[src/rtl/dma_hs_pkg.sv]
// Shared types for the DMA external request handshake unit.
// Assumes: per-channel configuration is four independent bits.
package dma_hs_pkg;

    typedef struct packed {
        logic edge_det;   // 1: falling-edge detect, 0: low-level detect
        logic acc_low;    // request-accepted output active-low
        logic ack_on_wr;  // dual address: acknowledge in write phase
        logic ack_low;    // acknowledge output active-low
    } ch_cfg_t;

    localparam ch_cfg_t CFG_DEFAULT = '{edge_det: 1'b0, acc_low: 1'b0,
                                        ack_on_wr: 1'b0, ack_low: 1'b0};

endpackage

[src/rtl/dma_hs_sync.sv]
// Multi-stage synchronizer for one asynchronous-origin bit.
// Assumes: the input is a slow device pin; STAGES >= 2; resets to RST_VAL.
module dma_hs_sync #(
    parameter int   STAGES  = 2,
    parameter logic RST_VAL = 1'b1
) (
    input  logic clk,
    input  logic rst_n,
    input  logic din,
    output logic dout
);
    logic [STAGES-1:0] chain;

    // Shift the pin value through the flop chain.
    always_ff @(posedge clk) begin
        if (!rst_n) begin
            chain <= {STAGES{RST_VAL}};
        end else begin
            chain <= {chain[STAGES-2:0], din};
        end
    end

    assign dout = chain[STAGES-1];
endmodule

[src/rtl/dma_hs_reqdet.sv]
// Request detector for one channel: turns the synchronized active-low pin
// into a pending flag, level or sticky-edge, and tracks the busy window
// from accepted grant to transfer completion.
// Assumes: grant and done are single-cycle qualified by the transfer engine.
module dma_hs_reqdet (
    input  logic clk,
    input  logic rst_n,
    input  logic edge_mode,
    input  logic sync_n,
    input  logic grant,
    input  logic done,
    output logic pend,
    output logic accept
);
    logic sync_prev;
    logic busy;
    logic fall;
    logic busy_nxt;

    // Grant is honoured only when something is pending.
    assign accept   = grant & pend;
    // Falling transition between consecutive synchronized samples.
    assign fall     = sync_prev & ~sync_n;
    // A new acceptance wins over a completion in the same cycle.
    assign busy_nxt = accept | (busy & ~done);

    // Hold previous sample, busy window and pending flag.
    always_ff @(posedge clk) begin
        if (!rst_n) begin
            sync_prev <= 1'b1;
            busy      <= 1'b0;
            pend      <= 1'b0;
        end else begin
            sync_prev <= sync_n;
            busy      <= busy_nxt;
            if (edge_mode) begin
                pend <= fall | (pend & ~accept);
            end else begin
                pend <= ~sync_n & ~busy_nxt;
            end
        end
    end
endmodule

[src/rtl/dma_hs_outdrv.sv]
// Output driver for one channel: one-cycle accepted strobe after a grant,
// acknowledge steered to the selected bus phase, polarity on both outputs.
// Assumes: cyc_rd / cyc_wr only assert while this channel owns the bus.
module dma_hs_outdrv (
    input  logic clk,
    input  logic rst_n,
    input  logic accept,
    input  logic acc_low,
    input  logic ack_on_wr,
    input  logic ack_low,
    input  logic single,
    input  logic cyc_rd,
    input  logic cyc_wr,
    output logic acc_out,
    output logic ack_out
);
    logic acc_q;
    logic ack_act;

    // Register the acceptance into a single-cycle strobe.
    always_ff @(posedge clk) begin
        if (!rst_n) begin
            acc_q <= 1'b0;
        end else begin
            acc_q <= accept;
        end
    end

    // Select the phase in which the acknowledge is active.
    always_comb begin
        if (single) begin
            ack_act = cyc_rd | cyc_wr;
        end else if (ack_on_wr) begin
            ack_act = cyc_wr;
        end else begin
            ack_act = cyc_rd;
        end
    end

    assign acc_out = acc_q ^ acc_low;
    assign ack_out = ack_act ^ ack_low;
endmodule

[src/rtl/dma_xreq_hs.sv]
// DMA external request handshake unit for NUM_CH channels. Channels below
// CFG_CH honour their configuration bits; the rest run on defaults.
// Assumes: all inputs are synchronous except xreq_n.
module dma_xreq_hs
    import dma_hs_pkg::*;
#(
    parameter int NUM_CH      = 4,
    parameter int CFG_CH      = 2,
    parameter int SYNC_STAGES = 2
) (
    input  logic              clk,
    input  logic              rst_n,
    input  logic [NUM_CH-1:0] cfg_edge_det,
    input  logic [NUM_CH-1:0] cfg_acc_low,
    input  logic [NUM_CH-1:0] cfg_ack_on_wr,
    input  logic [NUM_CH-1:0] cfg_ack_low,
    input  logic [NUM_CH-1:0] xreq_n,
    input  logic [NUM_CH-1:0] grant,
    input  logic [NUM_CH-1:0] xfer_done,
    input  logic [NUM_CH-1:0] cyc_rd,
    input  logic [NUM_CH-1:0] cyc_wr,
    input  logic [NUM_CH-1:0] single_addr,
    output logic [NUM_CH-1:0] req_pend,
    output logic [NUM_CH-1:0] acc_out,
    output logic [NUM_CH-1:0] ack_out
);
    localparam int NCFG = (CFG_CH < NUM_CH) ? CFG_CH : NUM_CH;

    for (genvar g = 0; g < NUM_CH; g++) begin : g_ch
        ch_cfg_t eff;
        logic    sync_n;
        logic    accept;

        if (g < NCFG) begin : g_cfg
            // Configurable channel: take the programmed bits.
            assign eff = '{edge_det: cfg_edge_det[g], acc_low: cfg_acc_low[g],
                           ack_on_wr: cfg_ack_on_wr[g], ack_low: cfg_ack_low[g]};
        end else begin : g_fixed
            logic unused_cfg_bits;
            // Fixed channel: programmed bits have no effect.
            assign unused_cfg_bits = ^{cfg_edge_det[g], cfg_acc_low[g],
                                       cfg_ack_on_wr[g], cfg_ack_low[g]};
            assign eff = CFG_DEFAULT;
        end

        dma_hs_sync #(.STAGES(SYNC_STAGES), .RST_VAL(1'b1)) u_sync (
            .clk   (clk),
            .rst_n (rst_n),
            .din   (xreq_n[g]),
            .dout  (sync_n)
        );

        dma_hs_reqdet u_det (
            .clk       (clk),
            .rst_n     (rst_n),
            .edge_mode (eff.edge_det),
            .sync_n    (sync_n),
            .grant     (grant[g]),
            .done      (xfer_done[g]),
            .pend      (req_pend[g]),
            .accept    (accept)
        );

        dma_hs_outdrv u_out (
            .clk       (clk),
            .rst_n     (rst_n),
            .accept    (accept),
            .acc_low   (eff.acc_low),
            .ack_on_wr (eff.ack_on_wr),
            .ack_low   (eff.ack_low),
            .single    (single_addr[g]),
            .cyc_rd    (cyc_rd[g]),
            .cyc_wr    (cyc_wr[g]),
            .acc_out   (acc_out[g]),
            .ack_out   (ack_out[g])
        );
    end
endmodule

[config.mk]
export PLATFORM = sky130hd
export DESIGN_NAME = dma_xreq_hs
export DESIGN_NICKNAME = d
export VERILOG_FILES = /design/src/rtl/dma_hs_pkg.sv /design/src/rtl/dma_hs_sync.sv /design/src/rtl/dma_hs_reqdet.sv /design/src/rtl/dma_hs_outdrv.sv /design/src/rtl/dma_xreq_hs.sv
export SDC_FILE = /design/constraint.sdc
export NUM_CORES = 1
export LEC_CHECK = 0
export ABC_AREA = 1
export BUFFER_PORTS_ARGS = -buffer_cell sky130_fd_sc_hd__buf_4
export CORE_MARGIN = 2
export CORE_UTILIZATION = 39
export CTS_CLUSTER_DIAMETER = 120
export CTS_CLUSTER_SIZE = 28
export DETAILED_ROUTE_END_ITERATION = 16
export PLACE_DENSITY = 0.73
export SYNTH_ARGS = -nofsm -noshare
export SYNTH_HDL_FRONTEND = slang
export SYNTH_HIERARCHICAL = 1
export SYNTH_SLANG_ARGS = --single-unit
[constraint.sdc]
create_clock -name clk -period 0.8 [get_ports clk]
set_input_delay 0.04 -clock clk [delete_from_list [all_inputs] [get_ports clk]]
set_output_delay 0.04 -clock clk [all_outputs]
set_load 0.01 [all_outputs]
## Word level (Yosys, flattened, before mapping)

Cells that the tools add are included.

| storage, ports and cells | value |
|---|---|
| bits in registers | 22 |
| input bits | 42 |

| cells by class | value |
|---|---|
| mux-type cells | 8 |
| bitwise logic cells | 44 |

Operators with widths:

| kind | count |
|---|---|
| $and 1x1->1 | 16 |
| $not 1->1 | 14 |
| $or 1x1->1 | 10 |
| $mux 1 | 8 |
| $xor 1x1->1 | 4 |

## Longest topological paths before layout

| logic depth | value |
|---|---|
| word-level depth | 6 |
| mapped depth | 6 |
| gate-level depth less buffers | 6 |

## Hierarchy

Netlist, hierarchy kept.

Modules (own cells, without submodules):

| module | cells each | area each (µm²) | times used |
|---|---|---|---|
| dma_hs_reqdet | 19 | 130.1 | 4 |
| dma_hs_outdrv | 13 | 72.6 | 4 |
| dma_hs_sync | 6 | 55.1 | 4 |
| dma_xreq_hs | 1 | 3.8 | 1 |

## Least setup slack after synthesis

No wires, ideal clock.

| path | value |
|---|---|
| kind | flip-flop to flip-flop |
| start | register g_ch[0].u_det.pend |
| end | register g_ch[0].u_det.pend |
| setup slack | 86 ps |
| path buffers | 0 |
| clock period less this slack | 714 ps |
| data arrival time | 600 ps |
| cell stages (with the launch flop) | 4 |
| library setup time | 114 ps |
| cell sequence | dfxtp_1 -> nand2_2 -> nand3_1 -> a21oi_2 |

| on the way | value |
|---|---|
| longest elaborated chain between the ends | 5 |
| elaborated cells on any way between the ends | 8 |
| those cells by class | mux: 1; bitwise: 7 |

Ends and longest elaborated chain:

| element | line | RTL |
|---|---|---|
| start: declaration | dma_hs_reqdet.sv:12 | `output logic pend,` |
| start signal: assignment | dma_hs_reqdet.sv:37 | `pend <= fall \| (pend & ~accept);` |
| start signal: assignment | dma_hs_reqdet.sv:39 | `pend <= ~sync_n & ~busy_nxt;` |
| $and 1x1->1 | dma_hs_reqdet.sv:21 | `assign accept = grant & pend;` |
| $or 1x1->1 / $not 1->1 (equally long branches) | dma_hs_reqdet.sv:25, dma_hs_reqdet.sv:37 |  |
| $not 1->1 / $and 1x1->1 (equally long branches) | dma_hs_reqdet.sv:39, dma_hs_reqdet.sv:37 |  |
| $and 1x1->1 / $or 1x1->1 (equally long branches) | dma_hs_reqdet.sv:39, dma_hs_reqdet.sv:37 |  |
| $mux 1 * | dma_hs_reqdet.sv:36 | `if (edge_mode) begin` |

Mark *: on every way between the ends. The rest lies on a longest branch, timed or not.
A chain may end at the register's enable or synchronous reset.

## Worst setup path after layout

| path | value |
|---|---|
| start | register g_ch[3].u_out.acc_q |
| end | output acc_out[3] |

RTL lines:

| element | line | RTL |
|---|---|---|
| start: declaration | dma_hs_outdrv.sv:17 | `logic acc_q;` |
| start signal: assignment | dma_hs_outdrv.sv:25 | `acc_q <= accept;` |
| end: declaration | dma_xreq_hs.sv:24 | `output logic [NUM_CH-1:0] acc_out,` |

No word-level cell between the ends.

==> impl_metrics.xml <==
<?xml version="1.0" encoding="UTF-8"?>
<metrics>
  <group name="placed_design">
    <metric name="placed_cell_area" unit="sq um">1460</metric>
    <metric name="preCtsSetupSlack" unit="ns">0.0833</metric>
    <metric name="place.port_buffers" unit="">45</metric>
    <metric name="placedCellCount" unit="">241</metric>
    <metric name="detailed_placement_wirelength_estimate" unit="microns">1600</metric>
    <metric name="routabilityCongestion" unit="">0.698</metric>
  </group>
  <group name="cts">
    <metric name="cts-buffers-inserted" unit="">3</metric>
    <metric name="clkTransAtPathRegs" unit="ns">0.12</metric>
    <metric name="cts_max_level" unit="">1</metric>
    <metric name="ctsLongestPathBuffers" unit="">2</metric>
    <metric name="cts_tree" unit="">yes</metric>
    <metric name="cts_sinks" unit="">24</metric>
    <metric name="ctsRootBufferMaster" unit="">sky130_fd_sc_hd__clkbuf_4</metric>
    <metric name="clk-insertion-delay-late" unit="ns">0.30</metric>
  </group>
  <group name="critical_path">
    <metric name="wp_data_arrival" unit="ns">0.93</metric>
    <metric name="worst_setup_path_class" unit="">reg2out</metric>
    <metric name="critPathCaptureType" unit="">primary output</metric>
    <metric name="crit_path_start_kind" unit="">flip-flop</metric>
    <metric name="crit_required" unit="ns">0.76</metric>
    <metric name="critical_path.max_fanout" unit="">1</metric>
  </group>
  <group name="global_routing">
    <metric name="grt_first_pass_wirelength" unit="microns">3670</metric>
    <metric name="grt_max_degree" unit="">21</metric>
    <metric name="grt_antenna_before_repair" unit="">0</metric>
    <metric name="groute.usage.overall" unit="%">14.6</metric>
    <metric name="via_count_of_the_first_global_routing_pass" unit="">989</metric>
    <metric name="globalRouteOverflowTotal" unit="">0</metric>
  </group>
  <group name="logic_synthesis">
    <metric name="synth_seq_area_share" unit="%">46.4</metric>
    <metric name="synthCells" unit="">153</metric>
    <metric name="postSynthRegisterBits" unit="">24</metric>
    <metric name="synth_top_cell_by_area" unit="">sky130_fd_sc_hd__dfxtp_1</metric>
    <metric name="ys_types" unit="">11</metric>
    <metric name="synth.area.top_cells" unit="">sky130_fd_sc_hd__dfxtp_1 (46%), sky130_fd_sc_hd__nand2_1 (20%), sky130_fd_sc_hd__inv_1 (15%), sky130_fd_sc_hd__nand3_1 (3.9%), sky130_fd_sc_hd__a21oi_2 (3.4%)</metric>
    <metric name="synthesized_area_divided_by_synthesized_cell_count" unit="sq um">6.76</metric>
    <metric name="mappedNetlistArea" unit="sq um">1030</metric>
    <metric name="count_of_warnings_emitted_by_yosys" unit="">6</metric>
    <metric name="synth_top_area_share" unit="%">46.4</metric>
  </group>
  <group name="power">
    <metric name="power.leakage" unit="nW">0.986</metric>
    <metric name="pwr_density_cell" unit="nW/um^2">1390</metric>
    <metric name="ir_worst_vdd" unit="mV">1.29</metric>
  </group>
  <group name="route">
    <metric name="drc_violation_count_after_routing" unit="">0</metric>
    <metric name="drt_iter0_markers" unit="">17</metric>
    <metric name="drtAntennaViolNets" unit="">0</metric>
    <metric name="first_pass_iters" unit="">4</metric>
    <metric name="route.vias.total" unit="">1062</metric>
    <metric name="postRouteWirelength" unit="microns">2060</metric>
    <metric name="average_wire_length_per_cell_after_detail_routing" unit="microns">8.02</metric>
    <metric name="drt-vias-per-instance" unit="">4.13</metric>
  </group>
  <group name="floorplan">
    <metric name="num_io_pins" unit="">54</metric>
    <metric name="die-area" unit="sq um">3080</metric>
    <metric name="row_count" unit="">18</metric>
    <metric name="core_region_area" unit="sq um">2500</metric>
    <metric name="die_w" unit="microns">55.5</metric>
    <metric name="start_util" unit="%">41.4</metric>
    <metric name="die_y" unit="microns">55.5</metric>
  </group>
  <group name="outcome">
    <metric name="violations" unit="">negative setup slack</metric>
    <metric name="outcome" unit="">complete, but fails checks</metric>
  </group>
  <group name="final_layout">
    <metric name="multiInputGateArea" unit="sq um">459</metric>
    <metric name="num_antenna_cells" unit="">0</metric>
    <metric name="syn_to_final_growth" unit="%">59.7</metric>
    <metric name="layout.area.seq" unit="sq um">493</metric>
    <metric name="layout.core_utilization" unit="%">66.1</metric>
    <metric name="share_of_layout_cells_above_drive_strength_1" unit="%">29.5</metric>
    <metric name="layout.cells.non_filler" unit="">257</metric>
    <metric name="design_area" unit="sq um">1650</metric>
    <metric name="final_net_count" unit="">270</metric>
    <metric name="num-fill-cells" unit="">234</metric>
  </group>
  <group name="timing">
    <metric name="unrepaired_setup_endpoints_after_global_routing" unit="">yes</metric>
    <metric name="hold_violation_count_in_the_final_report" unit="">0</metric>
    <metric name="final-max-slew-violation-count" unit="">0</metric>
    <metric name="setup_slack" unit="ns">-0.172</metric>
    <metric name="tns" unit="ns">-0.744</metric>
    <metric name="finalWorstPathRequiredPeriod" unit="ns">0.972</metric>
    <metric name="period_share" unit="%">121</metric>
    <metric name="setup-violations-final" unit="">8</metric>
    <metric name="fmaxAchievable" unit="MHz">1030</metric>
    <metric name="worst_clock_skew" unit="ns">0.00632</metric>
  </group>
  <group name="job">
    <metric name="maxCapViolCount" unit="">0</metric>
  </group>
  <group name="worst_hold_path">
    <metric name="worstHoldPathType" unit="">in2reg</metric>
  </group>
</metrics>
-- path summary, 6_finish.rpt --
path | startpoint | endpoint | slack [ns] | cells after the start
setup / recovery | g_ch[3].u_out/acc_q | acc_out[3] | -0.17 | 2
hold / removal | grant[2] | g_ch[2].u_det/busy | 0.02 | 3
setup reg to reg | g_ch[2].u_det/pend | g_ch[2].u_det/pend | 0.06 | 3
hold reg to reg | g_ch[0].u_sync/chain[0] | g_ch[0].u_sync/chain[1] | 0.42 | 2
-- placed cells by master, fill, tap and decap left out --
cell type                       count
sky130_fd_sc_hd__dlygate4sd3_1     12
sky130_fd_sc_hd__nor2_1             3
sky130_fd_sc_hd__a21oi_1            4
sky130_fd_sc_hd__inv_1             40
sky130_fd_sc_hd__nand2_1           56
sky130_fd_sc_hd__xor2_1             4
sky130_fd_sc_hd__dfxtp_2            7
sky130_fd_sc_hd__dfxtp_4            1
sky130_fd_sc_hd__clkbuf_4           3
sky130_fd_sc_hd__nand3_1            8
sky130_fd_sc_hd__nor2_2             1
sky130_fd_sc_hd__nand2_2            4
sky130_fd_sc_hd__buf_4             40
sky130_fd_sc_hd__dfxtp_1           16
sky130_fd_sc_hd__a21oi_2            4
sky130_fd_sc_hd__o21ai_2            1
sky130_fd_sc_hd__o21ai_1            3
sky130_fd_sc_hd__buf_6              5
sky130_fd_sc_hd__conb_1            14
sky130_fd_sc_hd__clkbuf_8           1
-- power breakdown --
part	internal, mW	leakage (nW)	total, mW	switching (mW)
logic	0.254	0.765	0.439	0.184
registers	1.23	0.200	1.25	0.0178
clock network	0.278	0.0210	0.607	0.329
-- critical path, cell delays in order, from the launching register on --
cell and delay [ns]:
sky130_fd_sc_hd__dfxtp_2 0.34, sky130_fd_sc_hd__xor2_1 0.15, sky130_fd_sc_hd__buf_4 0.14
-- registers in the layout, indices dropped and copies added, names as in the netlist --
signal / cells
g_ch.u_sync/chain: 8
g_ch.u_det/busy: 4
g_ch.u_det/pend: 4
g_ch.u_det/sync_prev: 4
g_ch.u_out/acc_q: 4
-- final cells by class --
| cell class | count | area share (%) |
|---|---|---|
| inverters | 40 | 9.08 |
| flip-flops and latches | 24 | 29.8 |
| well taps | 30 | 2.27 |
| multi-input cells | 102 | 27.8 |
| clock buffers | 4 | 2.20 |
| repair buffers | 57 | 28.8 |
-- per-stage QoR --
step	hold slack, ns	power (mW)
after floorplan	0.109	1.43
after global placement	0.209	1.64
after detailed placement	0.212	1.66
after CTS	0.00468	2.33
after global routing	0.00333	2.45
final	0.0194	2.29
-- what timing repair did --
action / 4_1_cts / 5_1_grt
hold endpoints to repair: 10 / 1
pin swaps: 2 / 5
gates resized for setup: 12 / 4
setup endpoints to repair: 8 / 14
hold buffers: 11 / 1
setup buffers: 0 / 0
cloned: 0 / 0
-- cell families (layout without fill, tap and decap cells) --
family / after synthesis / count (layout) / synth area share (%)
buf+inv: 40 / 101 / 14.5
simple gates: 72 / 72 / 28.1
xor+xnor: 4 / 4 / 3.39
flops: 24 / 24 / 46.4
other cells: 1 / 14 / 0.362
compound gates: 12 / 12 / 7.25
-- cells in the mapped netlist, drive strengths merged --
library cell	count
conb	1
nand2	60
inv	40
nand3	8
xor2	4
dfxtp	24
a21oi	8
o21ai	4
nor2	4
-- layer usage --
metal,GRT usage [%],wire length [microns],up-vias
li1,-,-,572
met2,29.3,1140,35
met4,6.27,10,0
met1,13.6,773,453
met5,0,0,-
met3,3.51,132,2
Note: power is estimated with default switching activity, not from simulation.
